`config.mk`:
```
export PLATFORM = sky130hd
export DESIGN_NAME = usr_shift_reg
export DESIGN_NICKNAME = d
export VERILOG_FILES = /design/src/rtl/usr_pkg.sv /design/src/rtl/usr_mode_decode.sv /design/src/rtl/usr_core.sv /design/src/rtl/usr_port_ctl.sv /design/src/rtl/usr_shift_reg.sv
export SDC_FILE = /design/constraint.sdc
export NUM_CORES = 1
export LEC_CHECK = 0
export BUFFER_PORTS_ARGS = -buffer_cell sky130_fd_sc_hd__buf_2
export CORE_AREA = 10 10 47 49
export DETAILED_ROUTE_END_ITERATION = 6
export DIE_AREA = 0 0 57 59
export PLACE_DENSITY = 0.8
export SLEW_MARGIN = 10
export SYNTH_ARGS = -nofsm -noshare
export SYNTH_HDL_FRONTEND = slang
export SYNTH_SLANG_ARGS = --single-unit
```
`constraint.sdc`:
```
create_clock -name clk -period 3.5 [get_ports clk]
set_clock_uncertainty 0.15 [all_clocks]
set_input_delay 0.175 -clock clk [delete_from_list [all_inputs] [get_ports clk]]
set_output_delay 0.175 -clock clk [all_outputs]
set_load 0.005 [all_outputs]
```
`src/rtl/usr_pkg.sv`:
```
package usr_pkg;
  typedef enum logic [1:0] {
    MODE_KEEP    = 2'b00,
    MODE_ASCEND  = 2'b01,
    MODE_DESCEND = 2'b10,
    MODE_LOAD    = 2'b11
  } mode_e;
endpackage

```
`src/rtl/usr_mode_decode.sv`:
```
module usr_mode_decode
  import usr_pkg::*;
(
  input  logic [1:0] mode_sel,
  output mode_e      mode,
  output logic       is_load,
  output logic       is_shift
);
  always_comb begin
    mode     = mode_e'(mode_sel);
    is_load  = (mode == MODE_LOAD);
    is_shift = (mode == MODE_ASCEND) || (mode == MODE_DESCEND);
  end
endmodule

```
`src/rtl/usr_core.sv`:
```
module usr_core
  import usr_pkg::*;
#(
  parameter int WIDTH = 8
) (
  input  logic             clk,
  input  logic             rst_n,
  input  mode_e            mode,
  input  logic             ser_lo,
  input  logic             ser_hi,
  input  logic [WIDTH-1:0] par_in,
  output logic [WIDTH-1:0] q
);
  localparam int MSB = WIDTH - 1;

  // Move every bit one place toward the high end; fill bit 0.
  function automatic logic [WIDTH-1:0] step_up(input logic [WIDTH-1:0] v, input logic fill);
    return {v[MSB-1:0], fill};
  endfunction

  // Move every bit one place toward the low end; fill the top bit.
  function automatic logic [WIDTH-1:0] step_down(input logic [WIDTH-1:0] v, input logic fill);
    return {fill, v[MSB:1]};
  endfunction

  logic [WIDTH-1:0] q_next;

  always_comb begin
    unique case (mode)
      MODE_ASCEND:  q_next = step_up(q, ser_lo);
      MODE_DESCEND: q_next = step_down(q, ser_hi);
      MODE_LOAD:    q_next = par_in;
      default:      q_next = q;
    endcase
  end

  always_ff @(posedge clk) begin
    if (!rst_n) q <= '0;
    else        q <= q_next;
  end

  p_keep_r1: assert property (@(posedge clk) disable iff (!rst_n)
    (mode == MODE_KEEP) |=> (q == $past(q)));

  p_ascend_r2: assert property (@(posedge clk) disable iff (!rst_n)
    (mode == MODE_ASCEND) |=> (q[0] == $past(ser_lo)) && (q[MSB:1] == $past(q[MSB-1:0])));

  p_descend_r3: assert property (@(posedge clk) disable iff (!rst_n)
    (mode == MODE_DESCEND) |=> (q[MSB] == $past(ser_hi)) && (q[MSB-1:0] == $past(q[MSB:1])));

  p_load_r4: assert property (@(posedge clk) disable iff (!rst_n)
    (mode == MODE_LOAD) |=> (q == $past(par_in)));

  // remember whether the last edge saw reset, then check the result one edge later.
  logic rst_seen_q;
  always_ff @(posedge clk) rst_seen_q <= !rst_n;

  always @(posedge clk) begin
    if (rst_seen_q === 1'b1) begin
      p_sync_clear_r5: assert (q == '0) else $error("register not cleared after reset edge");
    end
  end
endmodule

```
`src/rtl/usr_port_ctl.sv`:
```
module usr_port_ctl #(
  parameter int WIDTH = 8
) (
  input  logic [WIDTH-1:0] q,
  input  logic             oe_n_a,
  input  logic             oe_n_b,
  input  logic             is_load,
  output logic [WIDTH-1:0] port_out,
  output logic [WIDTH-1:0] port_oe
);
  logic drive_en;

  // The port drives only if both enables are low, and never in load mode.
  assign drive_en = !oe_n_a && !oe_n_b && !is_load;
  assign port_out = q;

  for (genvar i = 0; i < WIDTH; i++) begin : g_pin
    assign port_oe[i] = drive_en;
  end
endmodule

```
`src/rtl/usr_shift_reg.sv`:
```
module usr_shift_reg
  import usr_pkg::*;
#(
  parameter int WIDTH = 8
) (
  input  logic             clk,
  input  logic             rst_n,
  input  logic [1:0]       mode_sel,
  input  logic             oe_n_a,
  input  logic             oe_n_b,
  input  logic             ser_in_lo,
  input  logic             ser_in_hi,
  input  logic [WIDTH-1:0] port_in,
  output logic [WIDTH-1:0] port_out,
  output logic [WIDTH-1:0] port_oe,
  output logic             ser_out_lo,
  output logic             ser_out_hi
);
  localparam int MSB = WIDTH - 1;

  mode_e            mode;
  logic             is_load;
  logic             is_shift;
  logic [WIDTH-1:0] q;

  usr_mode_decode u_dec (
    .mode_sel (mode_sel),
    .mode     (mode),
    .is_load  (is_load),
    .is_shift (is_shift)
  );

  usr_core #(.WIDTH(WIDTH)) u_core (
    .clk    (clk),
    .rst_n  (rst_n),
    .mode   (mode),
    .ser_lo (ser_in_lo),
    .ser_hi (ser_in_hi),
    .par_in (port_in),
    .q      (q)
  );

  usr_port_ctl #(.WIDTH(WIDTH)) u_port (
    .q        (q),
    .oe_n_a   (oe_n_a),
    .oe_n_b   (oe_n_b),
    .is_load  (is_load),
    .port_out (port_out),
    .port_oe  (port_oe)
  );

  assign ser_out_lo = q[0];
  assign ser_out_hi = q[MSB];

  p_drive_r6: assert property (@(posedge clk) disable iff (!rst_n)
    (!oe_n_a && !oe_n_b && !is_load) |-> (port_oe == '1) && (port_out[0] == ser_out_lo));

  p_release_r6: assert property (@(posedge clk) disable iff (!rst_n)
    (oe_n_a || oe_n_b) |-> (port_oe == '0));

  p_load_hiz_r7: assert property (@(posedge clk) disable iff (!rst_n)
    (mode_sel == 2'b11) |-> (port_oe == '0));

  p_tap_lo_r9: assert property (@(posedge clk) disable iff (!rst_n)
    (mode_sel == 2'b01) |=> (ser_out_lo == $past(ser_in_lo)));

  p_tap_hi_r9: assert property (@(posedge clk) disable iff (!rst_n)
    (mode_sel == 2'b10) |=> (ser_out_hi == $past(ser_in_hi)));

  p_shift_flag_r2: assert property (@(posedge clk) disable iff (!rst_n)
    is_shift |-> (mode_sel[0] != mode_sel[1]));
endmodule

```
After elaboration in Yosys (flattened, before gate mapping)
Cells that the tools add are included.
Storage, ports and cells
  flip-flop bits (word level): 8
  input port bits: 16
  output and inout bits: 18
  word-level logic and storage cells: 11
Cells by class
  eq/ne operators: 3
  multiplexer cells: 1
  reductions and logical operators: 6
Operators with widths (number)
  one-hot mux 8 bit (3 select lines): 1
  equality test 2 bit, second input constant: 2
  zero test 1 bit: 3
  nonzero test 3 bit: 1
  equality test 2 x 1 -> 1 bit, second input constant: 1
  logical AND 1 bit: 2

Depth between registers and ports, before layout
Gate-level depths: netlist of run 1.
  word-level depth: 3
  depth in mapped cells: 4

Modules after synthesis
Synthesis of run 1 repeated with hierarchy kept, for this count alone.
Second synthesis, totals
  cell total of the unflattened synthesis: 57
  area total of the unflattened synthesis: 573.0 sq um
By module, submodules not included
  usr_core: times used 1, cells each 37, area each 415.4 sq um, sequential area each 160.2 sq um
  usr_port_ctl: times used 1, cells each 17, area each 130.1 sq um, sequential area each 0.0 sq um
  usr_mode_decode: times used 1, cells each 3, area each 27.5 sq um, sequential area each 0.0 sq um

Worst setup path before layout of run 1
OpenSTA, ideal clock, no wires.
  kind: in2out
  start: input port mode_sel[1]
  end: output port port_oe[0]
  arrival time: 1251 ps
  data required time: 3175 ps
  path slack: 1924 ps
  stages: 4
  cell sequence: buf_6 -> buf_12 -> a211oi_1 -> buf_4
On the way
  word-level cells in the longest chain between the ends: 3
Ends and longest elaborated chain
  from (decl): RTL line usr_shift_reg.sv:8  | input logic [1:0] mode_sel,
  equality test 2 bit: RTL line usr_mode_decode.sv:11  | is_load = (mode == MODE_LOAD);
  zero test 1 bit: RTL line usr_port_ctl.sv:14  | assign drive_en = !oe_n_a && !oe_n_b && !is_load;
  logical AND 1 bit: RTL line usr_port_ctl.sv:14
  to (decl): RTL line usr_shift_reg.sv:15  | output logic [WIDTH-1:0] port_oe,
Every way passes these cells.

Final worst setup path of run 1
  start: input port mode_sel[1]
  end: output port port_oe[3]
Same word-level chain as after synthesis.

==> results of run 1 <==
==> power by group through the flow <==
stage                     sequential (mW)  clock (mW)  combinational, mW
after floorplan                     0.104           0             0.0351
after global placement              0.103           0             0.0455
after detailed placement            0.104           0             0.0464
after CTS                           0.102      0.0750             0.0465
after global routing                0.103      0.0818             0.0511
final                               0.102      0.0705             0.0457
==> per-stage QoR <==
stage                     instances  total power, mW  utilization  hold slack, ps  area [um2]
after floorplan                  48            0.139            -             214         498
after global placement           84            0.149        0.409             305         573
after detailed placement         84            0.150        0.409             319         573
after CTS                        87            0.223        0.425            50.3         596
after global routing             87            0.236        0.425            75.8         596
final                            87            0.218        0.425            60.5         596
==> cell type report <==
type	count	area [um2]
fill	151	806
multi-input combinational	27	228
timing repair buffer	33	165
sequential	8	160
clock buffer	3	22.5
tap	16	20.0
==> layout by cell type, fill, tap and decap left out <==
| cell type | count |
|---|---|
| buf_2 | 33 |
| mux2i_1 | 16 |
| o22ai_1 | 8 |
| dfxtp_1 | 8 |
| clkbuf_4 | 3 |
| a211oi_1 | 1 |
| nand2_1 | 1 |
| nand2b_1 | 1 |
==> worst max path at each step <==
stage	start	to	slack (ps)	cells past startpoint
after floorplan	mode_sel[1]	port_oe[0]	1920	4
after global placement	mode_sel[1]	port_oe[6]	1960	3
after detailed placement	mode_sel[1]	port_oe[0]	1890	3
after CTS	mode_sel[1]	port_oe[0]	1890	3
after global routing	mode_sel[1]	port_oe[4]	1780	3
final	mode_sel[1]	port_oe[3]	1940	3
==> kinds of logic after synthesis <==
group	count (synthesis)
muxes	16
buffers and inverters	13
AOI/OAI and AO/OA	9
DFF	8
and+or+nand+nor	2
==> worst register-to-register path: cells and delay by family, from the launching register on <==
kind	cells	cell delay (ps)
flip-flops	1	380
AO/OA/AOI/OAI	1	180
multiplexers	1	90
==> per-layer routing <==
layer / wire length [um] / vias to the layer above / GRT usage
met5: 0 / - / 0
met4: 6 / 0 / 0.0503
met3: 133 / 2 / 0.0386
met2: 550 / 24 / 0.109
met1: 564 / 185 / 0.0805
li1: - / 212 / -
==> impl_metrics.yaml, run 1 <==
placement:
  place_congestion: 0.644
  io_buffers: 33
  dp_hpwl_mm: 1.00
  pre_cts_ws_ps: 1890
global_route:
  overflow: 0
  grt_max_degree: 18
  antenna_found_initial: 0
  grt_pass1_wl_mm: 2.01
  grt_util_all_layers: 0.0738
  grt_pass1_vias: 467
cells_and_area:
  layout.nets: 89
  drive_above_1_share: 0.507
  diodes: 0
  largest_register: "u_core.q"
  largest_reg_flops: 8
  area_delta_synth_final_pct: 19.6
  top_regs: "u_core.q x8"
detailed_routing:
  wl_per_cell_um: 14.4
  vias: 423
  routed_wl_mm: 1.26
  drc_errors: 0
  drt_iter0_markers: 10
  via_per_inst: 4.86
  detail-route-antenna-nets: 0
  firstDrtPassIters: 3
synthesis:
  synth_area_leader_cell: "dfxtp_1"
  syn_inst: 48
  ys_warn_count: 0
  synth_edf_count: 0
  syn_area_um2: 498
  synth_compound_area_frac: 0.116
  synth_seq_cells: 8
  synth_xor_area_frac: 0
  yosysSeqAreaShare: 0.322
  synth_top_family_by_area: "multiplexers"
  yosysMostFrequentCell: "mux2i_1"
  synth.net_count: 64
  synth_top_area_share: 0.322
  ys_top_cells_by_area: "dfxtp_1 (32%), mux2i_1 (32%), buf_4 (15%)"
  synth_cell_type_count: 10
  synth_adder_area_share: 0
  synth-simple-area-share: 0.0201
  yosys-top-cells-count: "mux2i_1 (16), buf_4 (10), dfxtp_1 (8), o22ai_1 (8)"
  synthMuxAreaShare: 0.322
  avgSynthCellArea_um2: 10.4
  postSynth.asyncResetShare: 0
  synthFlopType: "dfxtp_1"
outcome:
  outcome: "finished, final reports clean"
pwr:
  seqPwrFrac: 0.467
  powerDensity_mw_per_mm2: 366
  p_clk_frac: 0.323
  p_sw_frac: 0.263
  p_switching_uw: 57.4
  p_int_uw: 161
  power.leakage_nw: 0.332
  pwr-share-comb: 0.210
  vdd_drop_max_v: 0.000203
cts:
  cts_root_buffer: "clkbuf_4"
  clk_latency_ps: 250
  ctsResizeCount: 0
  hold_buffers: 0
  cts.htree.levels: 1
  tritoncts: "built"
  cts_buffer_depth: 2
  clkSlewWorstSetupHoldPaths_ps: 60
  post-cts-setup-buffer-count: 0
  numCtsBuffers: 3
  clock-sinks: 8
min_path:
  hold_depth: 3
  hold_class: "primary input to register"
  worstHoldEndpoint: "u_core.q[0]$_SDFFE_PN0P_"
  holdCritStartpoint: "ser_in_lo"
setup_path:
  crit_chain: "buf_2 -> a211oi_1 -> buf_2"
  reg2reg_slack_ps: 2630
  crit_slowest_cell: "a211oi_1"
  cp_data_arrival_time_ps: 1230
  crit_buf_inv: 2
  max_stage_delay_ps: 580
  r2r_cells: 2
  critical_path.top_delay_family: "compound AO/OA/AOI/OAI gates"
  crit_path_end_kind: "output port"
  start_kind: "primary input"
  critPathMostFrequentCell: "buf_2"
  required_ps: 3170
  r2r_end: "u_core.q[3]$_SDFFE_PN0P_"
  cp_max_fo: 17
  r2r_start: "u_core.q[2]$_SDFFE_PN0P_"
  path_class: "primary input to output port"
die:
  die_y_um: 59
  rows: 14
  die_area_mm2: 0.00336
  die_w_um: 57
  ios: 34
  core_area_mm2: 0.00140
  start_util: 0.355
sta:
  period_minus_slack_ps: 1560
  min_period_over_period: 0.445
  worst-slew-pin-transition_ps: 580
  clock.fmax_mhz: 641
  rsz0062_at_grt: "false"
  max_slew_margin: 0.611
  final_max_slew_viol_count: 0
  tns_ps: 0
  fin_ws_ps: 1940
  setup_viol: 0
  hold_violations: 0
job:
  maxCapViolCount: 0
Power figures use the tool's default switching activity.
==> inputs of run 2 (changes only) <==
- CORE_AREA: 10 10 47 49 -> unset
- CORE_MARGIN: unset -> 10
- CORE_UTILIZATION: unset -> 35
- DIE_AREA: 0 0 57 59 -> unset
- PLACE_DENSITY: 0.8 -> 0.79
- clock period: 3.5 -> 1.3 ns (I/O delays scaled with it)
==> run 2 against run 1 <==
Against the previous run:
- combinational power grew to 3.2 times the previous value
- setup slack worse by 1800 ps
- largest cell class is now buffers
- sequential share of layout area is 4.0 points lower
- first-iteration DRC count stayed put
- total power grew to 2.8 times the previous value
- critical endpoint is now port_oe[2]
- global-route usage is 0.26 points higher
- cell count is 10% higher
- via count is 10% higher
- core utilization is 11 points higher
==> impl_metrics.yaml, run 2 (synthesis gave the netlist of run 1 again) <==
die:
  core_area_mm2: 0.00132
  die_w_um: 57.7
  die_y_um: 57.7
  ios: 34
  rows: 13
  die_area_mm2: 0.00333
  start_util: 0.378
setup_path:
  start_kind: "primary input"
  max_stage_delay_ps: 430
  critical_path.top_delay_family: "buffers and inverters"
  critPathMostFrequentCell: "buf_2"
  crit_path_end_kind: "output port"
  crit_buf_inv: 2
  cp_data_arrival_time_ps: 940
  crit_slowest_cell: "a211oi_2"
  path_class: "primary input to output port"
  crit_chain: "buf_2 -> a211oi_2 -> buf_2"
  cp_max_fo: 17
  required_ps: 1090
cells_and_area:
  largest_reg_flops: 8
  layout.nets: 99
  regArea_um2: 160
  diodes: 0
  area_delta_synth_final_pct: 40.5
  largest_register: "u_core.q"
  mostFrequentLayoutCells: "buf_2 (33), mux2i_1 (16), dlygate4sd3_1 (10), o22ai_1 (8), dfxtp_1 (8)"
  top_regs: "u_core.q x8"
  mostFrequentLayoutCell: "buf_2"
  multi_input_area_um2: 233
  drive_above_1_share: 0.457
  nFillCells: 133
pwr:
  p_switching_uw: 157
  p_sw_frac: 0.257
  p_clk_frac: 0.310
  seqPwrFrac: 0.449
  pwr-share-comb: 0.241
  p_int_uw: 452
  powerDensity_mw_per_mm2: 871
  vdd_drop_max_v: 0.000281
  power.leakage_nw: 0.374
sta:
  fin_ws_ps: 144
  period_minus_slack_ps: 1160
  setup_viol: 0
  rsz0062_at_grt: "false"
  clock.fmax_mhz: 865
  min_period_over_period: 0.889
  final_max_slew_viol_count: 0
  tns_ps: 0
  worst-slew-pin-transition_ps: 463
  hold_violations: 0
  max_slew_margin: 0.691
cts:
  cts_buffer_depth: 2
  cts_root_buffer: "clkbuf_4"
  clkSlewWorstSetupHoldPaths_ps: 50
  cts.htree.levels: 1
  clock-sinks: 8
  ctsResizeCount: 0
  clk_latency_ps: 250
  numCtsBuffers: 3
  tritoncts: "built"
detailed_routing:
  via_per_inst: 4.85
  wl_per_cell_um: 13.6
  detail-route-antenna-nets: 0
  vias: 466
  drt_iter0_markers: 10
  drc_errors: 0
  firstDrtPassIters: 4
  routed_wl_mm: 1.30
global_route:
  grt_util_all_layers: 0.0764
  antenna_found_initial: 0
  grt_pass1_wl_mm: 2.08
  grt_pass1_vias: 463
  grt_max_degree: 18
  overflow: 0
placement:
  io_buffers: 33
  dp_hpwl_um: 983
  pre_cts_ws_ps: 135
  place_congestion: 0.743
min_path:
  hold_class: "primary input to register"
outcome:
  outcome: "finished, final reports clean"
job:
  maxCapViolCount: 0
run 2: cell types whose count changed in the layout (fill, tap and decap cells not counted), sizes merged:
cell | before | now
dlygate4sd3 | 0 | 10
run 2: cell type report:
class | count | share of cell area
Timing Repair Buffer | 43 | 0.379
Tap cell | 15 | 0.0268
Clock buffer | 3 | 0.0322
Sequential cell | 8 | 0.229
Multi-Input combinational cell | 27 | 0.333
run 2: power groups by stage:
| stage | Combinational, mW | Sequential, mW | Clock (mW) |
|---|---|---|---|
| after floorplan | 0.0951 | 0.279 | 0 |
| after global placement | 0.124 | 0.278 | 0 |
| after detailed placement | 0.126 | 0.279 | 0 |
| after CTS | 0.149 | 0.273 | 0.198 |
| after global routing | 0.162 | 0.277 | 0.209 |
| final | 0.147 | 0.273 | 0.189 |
run 2: per-layer routing:
layer	vias up	part of all wire	global-route usage
li1	234	-	-
met1	203	0.48	0.0905
met2	27	0.42	0.107
met3	2	0.097	0.0349
met4	0	0.0046	0.0503
met5	-	0	0
run 2: worst register-to-register path: stages (launching register included):
cell     delay (ps)
dfxtp_1         370
mux2i_1          90
o22ai_1         160
run 2: final timing paths:
check	cells past startpoint	slack [ps]	start	endpoint
setup / recovery	3	140	mode_sel[1]	port_oe[2]
setup reg to reg	2	460	u_core.q[1]$_SDFFE_PN0P_	u_core.q[0]$_SDFFE_PN0P_
hold / removal	3	120	rst_n	u_core.q[5]$_SDFFE_PN0P_
hold reg to reg	2	430	u_core.q[5]$_SDFFE_PN0P_	u_core.q[5]$_SDFFE_PN0P_
run 2: metrics by stage:
step	util	instances	hold slack, ps	area (um2)	total power [mW]
6_report	0.531	96	124	699	0.609
4_1_cts	0.531	96	114	699	0.620
3_5_place_dp	0.438	83	208	577	0.405
2_1_floorplan	-	48	104	503	0.374
3_3_place_gp	0.438	83	190	577	0.402
5_1_grt	0.531	96	142	699	0.648
run 2: what timing repair did:
| item | CTS | global route |
|---|---|---|
| hold buffers | 10 | 0 |
| buffers inserted | 0 | 0 |
| endpoints found under the hold margin | 8 | 0 |
==> inputs of run 3 (changes only) <==
- PLACE_DENSITY: 0.79 -> 0.73
==> run 3 against run 2 <==
Against the previous run:
- die area stayed put
- largest power group unchanged
- sequential power hardly changed
- non-clock buffer count did not move
- sequential cell count is the same
- via count rose by 0.86%
- core utilization is the same
- critical path type unchanged
==> impl_metrics.yaml, run 3 (synthesis gave the netlist of run 1 again) <==
outcome:
  outcome: "finished, final reports clean"
pwr:
  p_sw_frac: 0.267
  powerDensity_mw_per_mm2: 882
  pwr-share-comb: 0.242
  vdd_drop_max_v: 0.000475
  p_int_uw: 453
  p_clk_frac: 0.314
  p_switching_uw: 165
  seqPwrFrac: 0.444
  power.leakage_nw: 0.374
sta:
  max_slew_margin: 0.681
  setup_viol: 0
  fin_ws_ps: 129
  worst-slew-pin-transition_ps: 478
  final_max_slew_viol_count: 0
  rsz0062_at_grt: "false"
  period_minus_slack_ps: 1170
  hold_violations: 0
  min_period_over_period: 0.901
  tns_ps: 0
  clock.fmax_mhz: 854
  whs_ps: 139
global_route:
  overflow: 0
  antenna_found_initial: 0
  grt_pass1_wl_mm: 2.26
  grt_pass1_vias: 483
  grt_max_degree: 18
  grt_util_all_layers: 0.0846
setup_path:
  start_kind: "primary input"
  cp_max_fo: 17
  r2r_start: "u_core.q[1]$_SDFFE_PN0P_"
  reg2reg_slack_ps: 430
  cp_data_arrival_time_ps: 960
  required_ps: 1090
  path_class: "primary input to output port"
  r2r_end: "u_core.q[0]$_SDFFE_PN0P_"
  max_stage_delay_ps: 440
  crit_path_end_kind: "output port"
  critPathMostFrequentCell: "buf_2"
  crit_chain: "buf_2 -> a211oi_2 -> buf_2"
  r2r_cells: 2
  crit_slowest_cell: "a211oi_2"
cts:
  clk_latency_ps: 250
  cts_root_buffer: "clkbuf_4"
  hold_buffers: 10
  ctsResizeCount: 0
  cts_buffer_depth: 2
  tritoncts: "built"
  numCtsBuffers: 3
  cts.htree.levels: 1
  clock-sinks: 8
  clkSlewWorstSetupHoldPaths_ps: 60
  post-cts-setup-buffer-count: 0
detailed_routing:
  via_per_inst: 4.90
  firstDrtPassIters: 3
  wl_per_cell_um: 14.8
  drc_errors: 0
  drt_iter0_markers: 2
  vias: 470
  routed_wl_mm: 1.42
  detail-route-antenna-nets: 0
cells_and_area:
  largest_reg_flops: 8
  largest_register: "u_core.q"
  layout.nets: 99
  mostFrequentLayoutCells: "buf_2 (33), mux2i_1 (16), dlygate4sd3_1 (10), o22ai_1 (8), dfxtp_1 (8)"
  top_regs: "u_core.q x8"
  drive_above_1_share: 0.457
  diodes: 0
  area_delta_synth_final_pct: 40.5
  mostFrequentLayoutCell: "buf_2"
  final_cell_area_um2: 699
  finalCoreUtilization: 0.531
job:
  maxCapViolCount: 0
die:
  core_area_mm2: 0.00132
  die_w_um: 57.7
  rows: 13
  die_area_mm2: 0.00333
  ios: 34
  start_util: 0.378
  die_y_um: 57.7
placement:
  io_buffers: 33
  pre_cts_ws_ps: 132
  placed_area_um2: 577
  dp_hpwl_mm: 1.04
  place_congestion: 0.749
min_path:
  hold_depth: 3
  hold_class: "primary input to register"
  worstHoldEndpoint: "u_core.q[4]$_SDFFE_PN0P_"
  holdCritStartpoint: "rst_n"
[run 3: cell counts in the layout (fill, tap and decap cells not counted)]
Identical to the previous run, type by type.
[run 3: layer usage]
metal | up-vias | part of all wire | track usage
met1 | 213 | 0.42 | 0.0878
met4 | 0 | 0.019 | 0.0503
met2 | 22 | 0.45 | 0.137
li1 | 233 | - | -
met5 | - | 0 | 0
met3 | 2 | 0.10 | 0.0392
[run 3: metrics by stage]
step                      instances  total power, mW
after floorplan                  48            0.374
after global placement           83            0.404
after detailed placement         83            0.407
after CTS                        96            0.627
after global routing             96            0.648
final                            96            0.617
[run 3: power by group through the flow]
stage / Combinational [mW] / Clock [mW] / Sequential (mW)
2_1_floorplan: 0.0951 / 0 / 0.279
5_1_grt: 0.165 / 0.207 / 0.276
4_1_cts: 0.151 / 0.202 / 0.274
6_report: 0.149 / 0.194 / 0.274
3_5_place_dp: 0.128 / 0 / 0.279
3_3_place_gp: 0.125 / 0 / 0.278
[run 3: cell type report]
class,count,area [um2]
Clock buffer,3,22.5
Fill cell,119,618
Multi-Input combinational cell,27,233
Sequential cell,8,160
Tap cell,15,18.8
Timing Repair Buffer,43,265
[run 3: worst max-delay path by stage]
stage | startpoint | end | slack (ps) | cells after the start
2_1_floorplan | mode_sel[1] | port_oe[0] | 170 | 4
3_3_place_gp | mode_sel[1] | port_oe[4] | 150 | 3
5_1_grt | mode_sel[1] | port_oe[3] | 50 | 3
4_1_cts | mode_sel[1] | port_oe[3] | 130 | 3
6_report | mode_sel[1] | port_oe[3] | 130 | 3
3_5_place_dp | mode_sel[1] | port_oe[3] | 130 | 3
[run 3: critical path: cells and delay by family]
family / cells / cell delay, ps
AO/OA/AOI/OAI: 1 / 440
buffers and inverters: 2 / 450
